`config.mk`:
```
export PLATFORM = sky130hd
export DESIGN_NAME = ovf_irq_ctrl
export DESIGN_NICKNAME = d
export VERILOG_FILES = /design/src/rtl/ovf_irq_pkg.sv /design/src/rtl/ovf_reg_decode.sv /design/src/rtl/ovf_enable_mask.sv /design/src/rtl/ovf_status_latch.sv /design/src/rtl/ovf_irq_ctrl.sv
export SDC_FILE = /design/constraint.sdc
export NUM_CORES = 1
export LEC_CHECK = 0
export BUFFER_PORTS_ARGS = -buffer_cell sky130_fd_sc_hd__buf_2
export CAP_MARGIN = 25
export CORE_AREA = 3 3 86 129
export CTS_BUF_LIST = sky130_fd_sc_hd__clkbuf_8
export DETAILED_ROUTE_END_ITERATION = 10
export DIE_AREA = 0 0 89 132
export PLACE_DENSITY_LB_ADDON = 0.1
export SLEW_MARGIN = 20
export SYNTH_ARGS = -nofsm -noshare
export SYNTH_HDL_FRONTEND = slang
export SYNTH_HIERARCHICAL = 1
export SYNTH_SLANG_ARGS = --single-unit
```
`constraint.sdc`:
```
create_clock -name clk -period 6.5 [get_ports clk]
set_input_delay 1.3 -clock clk [delete_from_list [all_inputs] [get_ports clk]]
set_output_delay 1.3 -clock clk [all_outputs]
set_load 0.1 [all_outputs]
```
`src/rtl/ovf_irq_pkg.sv`:
```
package ovf_irq_pkg;
    localparam int unsigned GEN_CNT = 16;
    localparam int unsigned BW_CNT  = 8;

    localparam logic [7:0] OFS_EN_SET  = 8'h00;
    localparam logic [7:0] OFS_EN_CLR  = 8'h04;
    localparam logic [7:0] OFS_EN_STAT = 8'h08;
    localparam logic [7:0] OFS_ST_CLR  = 8'h0C;
    localparam logic [7:0] OFS_ST      = 8'h10;

    typedef struct packed {
        logic en_set;
        logic en_clr;
        logic st_clr;
    } wr_strb_t;
endpackage

```
`src/rtl/ovf_reg_decode.sv`:
```
module ovf_reg_decode
    import ovf_irq_pkg::*;
#(
    parameter int unsigned ADDR_W = 8,
    parameter int unsigned DATA_W = 32,
    parameter int unsigned N_SRC  = 24
) (
    input  logic [ADDR_W-1:0] addr,
    input  logic              wr,
    input  logic [N_SRC-1:0]  en_q,
    input  logic [N_SRC-1:0]  st_q,
    output wr_strb_t          strb,
    output logic [DATA_W-1:0] rdata
);
    always_comb begin
        strb = '0;
        if (wr) begin
            strb.en_set = (addr == ADDR_W'(OFS_EN_SET));
            strb.en_clr = (addr == ADDR_W'(OFS_EN_CLR));
            strb.st_clr = (addr == ADDR_W'(OFS_ST_CLR));
        end
    end

    always_comb begin
        rdata = '0;
        if (addr == ADDR_W'(OFS_EN_STAT)) rdata[N_SRC-1:0] = en_q;
        else if (addr == ADDR_W'(OFS_ST)) rdata[N_SRC-1:0] = st_q;
    end
endmodule

```
`src/rtl/ovf_enable_mask.sv`:
```
module ovf_enable_mask #(
    parameter int unsigned N_SRC = 24
) (
    input  logic             clk,
    input  logic             rst_n,
    input  logic             set_stb,
    input  logic             clr_stb,
    input  logic [N_SRC-1:0] wdata,
    output logic [N_SRC-1:0] en_q
);
    typedef struct packed {
        logic [N_SRC-1:0] mask;
    } en_state_t;

    en_state_t state_d, state_q;

    always_comb begin
        state_d = state_q;
        if (set_stb) state_d.mask = state_q.mask | wdata;
        if (clr_stb) state_d.mask = state_q.mask & ~wdata;
    end

    always_ff @(posedge clk) begin
        if (!rst_n) state_q <= '0;
        else        state_q <= state_d;
    end

    assign en_q = state_q.mask;

    // bits written with one are enabled on the next cycle
    assert_set_bits_R1: assert property (@(posedge clk) disable iff (!rst_n)
        set_stb |=> ((en_q & $past(wdata)) == $past(wdata)));

    // bits written with zero keep their value
    assert_zero_bits_hold_R1: assert property (@(posedge clk) disable iff (!rst_n)
        (set_stb || clr_stb) |=> ((en_q & ~$past(wdata)) == ($past(en_q) & ~$past(wdata))));

    // bits written with one are disabled on the next cycle
    assert_clr_bits_R2: assert property (@(posedge clk) disable iff (!rst_n)
        clr_stb |=> ((en_q & $past(wdata)) == '0));
endmodule

```
`src/rtl/ovf_status_latch.sv`:
```
module ovf_status_latch #(
    parameter int unsigned N_SRC = 24
) (
    input  logic             clk,
    input  logic             rst_n,
    input  logic             clr_stb,
    input  logic [N_SRC-1:0] clr_bits,
    input  logic [N_SRC-1:0] pulse,
    output logic [N_SRC-1:0] st_q
);
    for (genvar i = 0; i < N_SRC; i++) begin : g_bit
        logic bit_d, bit_q;

        always_comb begin
            bit_d = bit_q;
            if (clr_stb && clr_bits[i]) bit_d = 1'b0;
            if (pulse[i])               bit_d = 1'b1;
        end

        always_ff @(posedge clk) begin
            if (!rst_n) bit_q <= 1'b0;
            else        bit_q <= bit_d;
        end

        assign st_q[i] = bit_q;

        // a pulse latches the bit
        assert_pulse_sets_R5: assert property (@(posedge clk) disable iff (!rst_n)
            pulse[i] |=> bit_q);

        // a latched bit stays set unless it is cleared
        assert_sticky_R5: assert property (@(posedge clk) disable iff (!rst_n)
            (bit_q && !(clr_stb && clr_bits[i])) |=> bit_q);

        // a clear without a pulse drops the bit
        assert_clear_R6: assert property (@(posedge clk) disable iff (!rst_n)
            (clr_stb && clr_bits[i] && !pulse[i]) |=> !bit_q);

        // a pulse wins over a clear in the same cycle
        assert_pulse_wins_R7: assert property (@(posedge clk) disable iff (!rst_n)
            (clr_stb && clr_bits[i] && pulse[i]) |=> bit_q);
    end
endmodule

```
`src/rtl/ovf_irq_ctrl.sv`:
```
module ovf_irq_ctrl
    import ovf_irq_pkg::*;
#(
    parameter int unsigned N_GEN  = GEN_CNT,
    parameter int unsigned N_BW   = BW_CNT,
    parameter int unsigned ADDR_W = 8,
    parameter int unsigned DATA_W = 32
) (
    input  logic              clk,
    input  logic              rst_n,
    input  logic [ADDR_W-1:0] reg_addr,
    input  logic              reg_wr,
    input  logic [DATA_W-1:0] reg_wdata,
    output logic [DATA_W-1:0] reg_rdata,
    input  logic [N_GEN+N_BW-1:0] ovf_pulse,
    output logic              irq
);
    localparam int unsigned N_SRC = N_GEN + N_BW;

    wr_strb_t         strb;
    logic [N_SRC-1:0] en_q;
    logic [N_SRC-1:0] st_q;
    logic             unused_wdata_hi;

    assign unused_wdata_hi = ^reg_wdata[DATA_W-1:N_SRC];

    ovf_reg_decode #(
        .ADDR_W(ADDR_W), .DATA_W(DATA_W), .N_SRC(N_SRC)
    ) u_dec (
        .addr  (reg_addr),
        .wr    (reg_wr),
        .en_q  (en_q),
        .st_q  (st_q),
        .strb  (strb),
        .rdata (reg_rdata)
    );

    ovf_enable_mask #(.N_SRC(N_SRC)) u_en (
        .clk     (clk),
        .rst_n   (rst_n),
        .set_stb (strb.en_set),
        .clr_stb (strb.en_clr),
        .wdata   (reg_wdata[N_SRC-1:0]),
        .en_q    (en_q)
    );

    ovf_status_latch #(.N_SRC(N_SRC)) u_st (
        .clk      (clk),
        .rst_n    (rst_n),
        .clr_stb  (strb.st_clr),
        .clr_bits (reg_wdata[N_SRC-1:0]),
        .pulse    (ovf_pulse),
        .st_q     (st_q)
    );

    assign irq = |(st_q & en_q);

    // an enabled pulse raises irq next cycle unless the enable was cleared
    assert_enabled_pulse_irq_R8: assert property (@(posedge clk) disable iff (!rst_n)
        ((ovf_pulse & en_q) != '0 && !strb.en_clr) |=> irq);

    // nothing enabled means no interrupt
    assert_no_enable_no_irq_R8: assert property (@(posedge clk) disable iff (!rst_n)
        (en_q == '0) |-> !irq);

    // enable readback follows the mask
    assert_en_readback_R3: assert property (@(posedge clk) disable iff (!rst_n)
        (reg_addr == ADDR_W'(OFS_EN_STAT)) |-> (reg_rdata[N_SRC-1:0] == en_q));

    // writes to read-only offsets leave state unchanged
    assert_ro_write_R9: assert property (@(posedge clk) disable iff (!rst_n)
        (reg_wr && (reg_addr == ADDR_W'(OFS_EN_STAT) || reg_addr == ADDR_W'(OFS_ST))
         && ovf_pulse == '0) |=> ($stable(en_q) && $stable(st_q)));
endmodule

```
==> key figures <==
Worst hold path
  – Min-Delay Path Depth: 2
  – Path category of the worst min-delay check: flip-flop to flip-flop

Worst setup path
  – Maximum net fanout on the critical path: 51
  – Startpoint type of the worst setup path: primary input
  – Worst reg2reg setup slack: between 5 and 6 ns
  – Nature of the critical path endpoint: output port
  – Reg-to-reg critical path endpoint: u_st/g_bit[9].bit_q$_SDFFE_PN0P_
  – Worst setup path category: primary input to output port
  – Worst Path Required: 5.20 ns
  – Startpoint of the most critical register-to-register path: u_st/g_bit[9].bit_q$_SDFFE_PN0P_
  – Logic depth of the worst register-to-register path: 2
  – Arrival time at the worst endpoint: 2.92 ns

Floorplan
  – Initial cell density of the core: 0.296
  – Die height: about 130 um
  – Die outline area: 11700 sq um
  – Total core area: 10100 sq um
  – I/O pin total: 100
  – Width of the die: 89 um
  – Number of standard-cell rows in the floorplan: 45

STA
  – Rel. slew slack: 0.432
  – Clock skew: 0 ns
  – Setup TNS: 0 ns
  – Post-layout minimum cycle time: 4.22 ns
  – Period Utilization, post-route: 0.650
  – Highest clock frequency the design can meet: 0.237 GHz
  – Number of hold violations in the final report: 0
  – Setup repair after global routing missed its margin: false
  – Least-Margin Pin Slew: 0.853 ns
  – Setup-violating endpoint count in the final report: 0
  – Number of max-slew violations in the final report: 0
  – Worst slack on hold paths: about 0.53 ns

Clock network
  – Depth of the CTS H-tree: 2
  – Number of cells upsized or downsized after cts: 0
  – Clock tree from TritonCTS: done
  – Clock insertion delay at the later pin of the skew report: approximately 0.3 ns
  – Clk slew on worst S/H paths: ~0.09 ns
  – Number of hold buffers added after cts: 0
  – CTS max path bufs: 2
  – TritonCTS Sinks: 48
  – TritonCTS Buffers: 5
  – Number of setup buffers added after CTS: 0
  – Clk root buf: sky130_fd_sc_hd__clkbuf_8

GRT
  – Aggregate global-route resource usage: 0.154
  – Number of antenna violations at the first check in global routing: 0
  – First-pass GRT wire length: 13800 um
  – Remaining global-route overflow: 0
  – Pin count of the biggest net entering global routing: 52
  – Number of global-route vias before repair: 2496

Final layout
  – Layout area overhead: 10.4%
  – Commonest cells after routing, fill and taps aside: sky130_fd_sc_hd__buf_2 (83), sky130_fd_sc_hd__nand3b_1 (48), sky130_fd_sc_hd__dfxtp_1 (48), sky130_fd_sc_hd__a211oi_2 (40), sky130_fd_sc_hd__inv_1 (26)
  – Total inserted antenna cells: 0
  – Post-layout nets: about 440
  – Share of layout cells above drive strength 1: 0.380
  – Most common library cell in the layout ignoring fill and taps: sky130_fd_sc_hd__buf_2
  – Register area: 961 sq um
  – Layout filler cell count: about 1000
  – Area of the multi-input gates: 1530 sq um

Yosys
  – Simple-gate share of the synthesized area: 0.147
  – Ys flop type: sky130_fd_sc_hd__dfxtp_1
  – Number of register bits inferred by synthesis: 48
  – Synthesized instance count: 324
  – Top-area cell type share of the netlist area: 0.323
  – Area of the mapped netlist: roughly 3000 sq um
  – Post-synthesis cell type with the largest combined area: sky130_fd_sc_hd__dfxtp_1
  – Adder-Cell Fraction of Synth Area: 0
  – Largest family of logic cells by synthesized area: compound AO/OA/AOI/OAI gates
  – Avg Cell Area, Syn: 9.19 sq um
  – Async set-or-reset flop fraction in the synthesized netlist: 0
  – Proportion of synthesized chip area in sequential cells: 0.323
  – Mux contribution to synthesized area: 0
  – Count of flip-flops with a built-in enable after synthesis: 0
  – Count of cell types in the netlist: 25
  – XOR/XNOR share of the synthesized area: 0
  – Number of warnings reported in the yosys synthesis log: 6
  – Compound-gate portion of the synthesized area: 0.351
  – Largest cells by area after synthesis: sky130_fd_sc_hd__dfxtp_1 (32%), sky130_fd_sc_hd__a211oi_2 (17%), sky130_fd_sc_hd__nand3b_1 (12%)

Route
  – Via count: 2541
  – WL per Instance: about 18 um
  – Antenna-violating nets left: 0
  – Average vias per placed instance: 5.24
  – Initial drt markers: 137
  – Routed wire length: between 8000 and 9000 um
  – Remaining routing DRC violations: 0
  – Detailed-router iteration count before antenna repair: 4

Placement
  – Port buffer count: 83
  – DP HPWL: 5790 um
  – Final estimated routing congestion in global placement: 0.681

Power
  – Peak supply drop: between 60 and 70 uV
  – Cell area power density: 184 nW/um^2
  – Leakage power: about 1.2 nW

Run
  – Max-cap violations: 0

Outcome
  – Result of the run: complete, no violations
==> per-layer routing <==
metal  GRT usage  vias up  wire length (um)
li1            -     1259                 -
met1       0.199     1212              3990
met2       0.259       64              4460
met3      0.0269        6               384
met4      0.0422        0               107
met5           0        -                 0
==> how the worst max path moves through the flow <==
stage	startpoint	endpoint	cells after the start
3_5_place_dp	reg_addr[3]	reg_rdata[19]	4
2_1_floorplan	reg_addr[1]	reg_rdata[18]	3
4_1_cts	reg_addr[3]	reg_rdata[19]	4
5_1_grt	reg_addr[3]	reg_rdata[19]	4
6_report	reg_addr[3]	reg_rdata[23]	4
3_3_place_gp	reg_addr[3]	reg_rdata[23]	4
==> through the flow <==
step | instances | worst slack [ns] | total power (W) | cell area, sq um | util
after detailed placement | 478 | 2.27 | 0.000415 | 3190 | 0.317
final | 485 | 2.28 | 0.000606 | 3290 | 0.326
after global routing | 485 | 2.12 | 0.000640 | 3290 | 0.326
after CTS | 485 | 2.28 | 0.000618 | 3290 | 0.326
after global placement | 478 | 2.30 | 0.000414 | 3190 | 0.317
after floorplan | 331 | 1.12 | 0.000398 | 3010 | -
==> power breakdown <==
group          internal (W)  switching [W]  total (W)
clock network     0.0000950       0.000102   0.000197
logic             0.0000278      0.0000667  0.0000945
registers          0.000305     0.00000906   0.000314
total              0.000428       0.000178   0.000606
==> layout make-up <==
class | instances | area share
clock buffers | 7 | 0.0293
well taps | 117 | 0.0445
flip-flops and latches | 48 | 0.292
repair buffers | 88 | 0.138
inverters | 26 | 0.0297
multi-input cells | 199 | 0.467
==> logic make-up after synthesis <==
group,after synthesis
buffers and inverters,84
other,1
DFF,48
AOI/OAI and AO/OA,132
and+or+nand+nor,59
==> synth_stat cells (2+ instances only) <==
master,n
sky130_fd_sc_hd__buf_2,9
sky130_fd_sc_hd__buf_6,6
sky130_fd_sc_hd__a21oi_1,24
sky130_fd_sc_hd__dfxtp_1,48
sky130_fd_sc_hd__inv_1,26
sky130_fd_sc_hd__clkbuf_1,7
sky130_fd_sc_hd__or3_1,2
sky130_fd_sc_hd__a31oi_1,24
sky130_fd_sc_hd__buf_4,33
sky130_fd_sc_hd__nor4_1,2
sky130_fd_sc_hd__o21ai_0,13
sky130_fd_sc_hd__a211oi_2,40
sky130_fd_sc_hd__a211oi_1,8
sky130_fd_sc_hd__nand3b_1,48
sky130_fd_sc_hd__nand4_1,3
sky130_fd_sc_hd__a22oi_1,11
sky130_fd_sc_hd__o21ai_1,11
sky130_fd_sc_hd__buf_12,2
==> worst max-delay path: stages <==
cell	delay, ns
sky130_fd_sc_hd__buf_2	0.65
sky130_fd_sc_hd__nand3b_1	0.15
sky130_fd_sc_hd__a211oi_1	0.32
sky130_fd_sc_hd__buf_2	0.49
No activity file was read; power rests on OpenSTA's default activity.
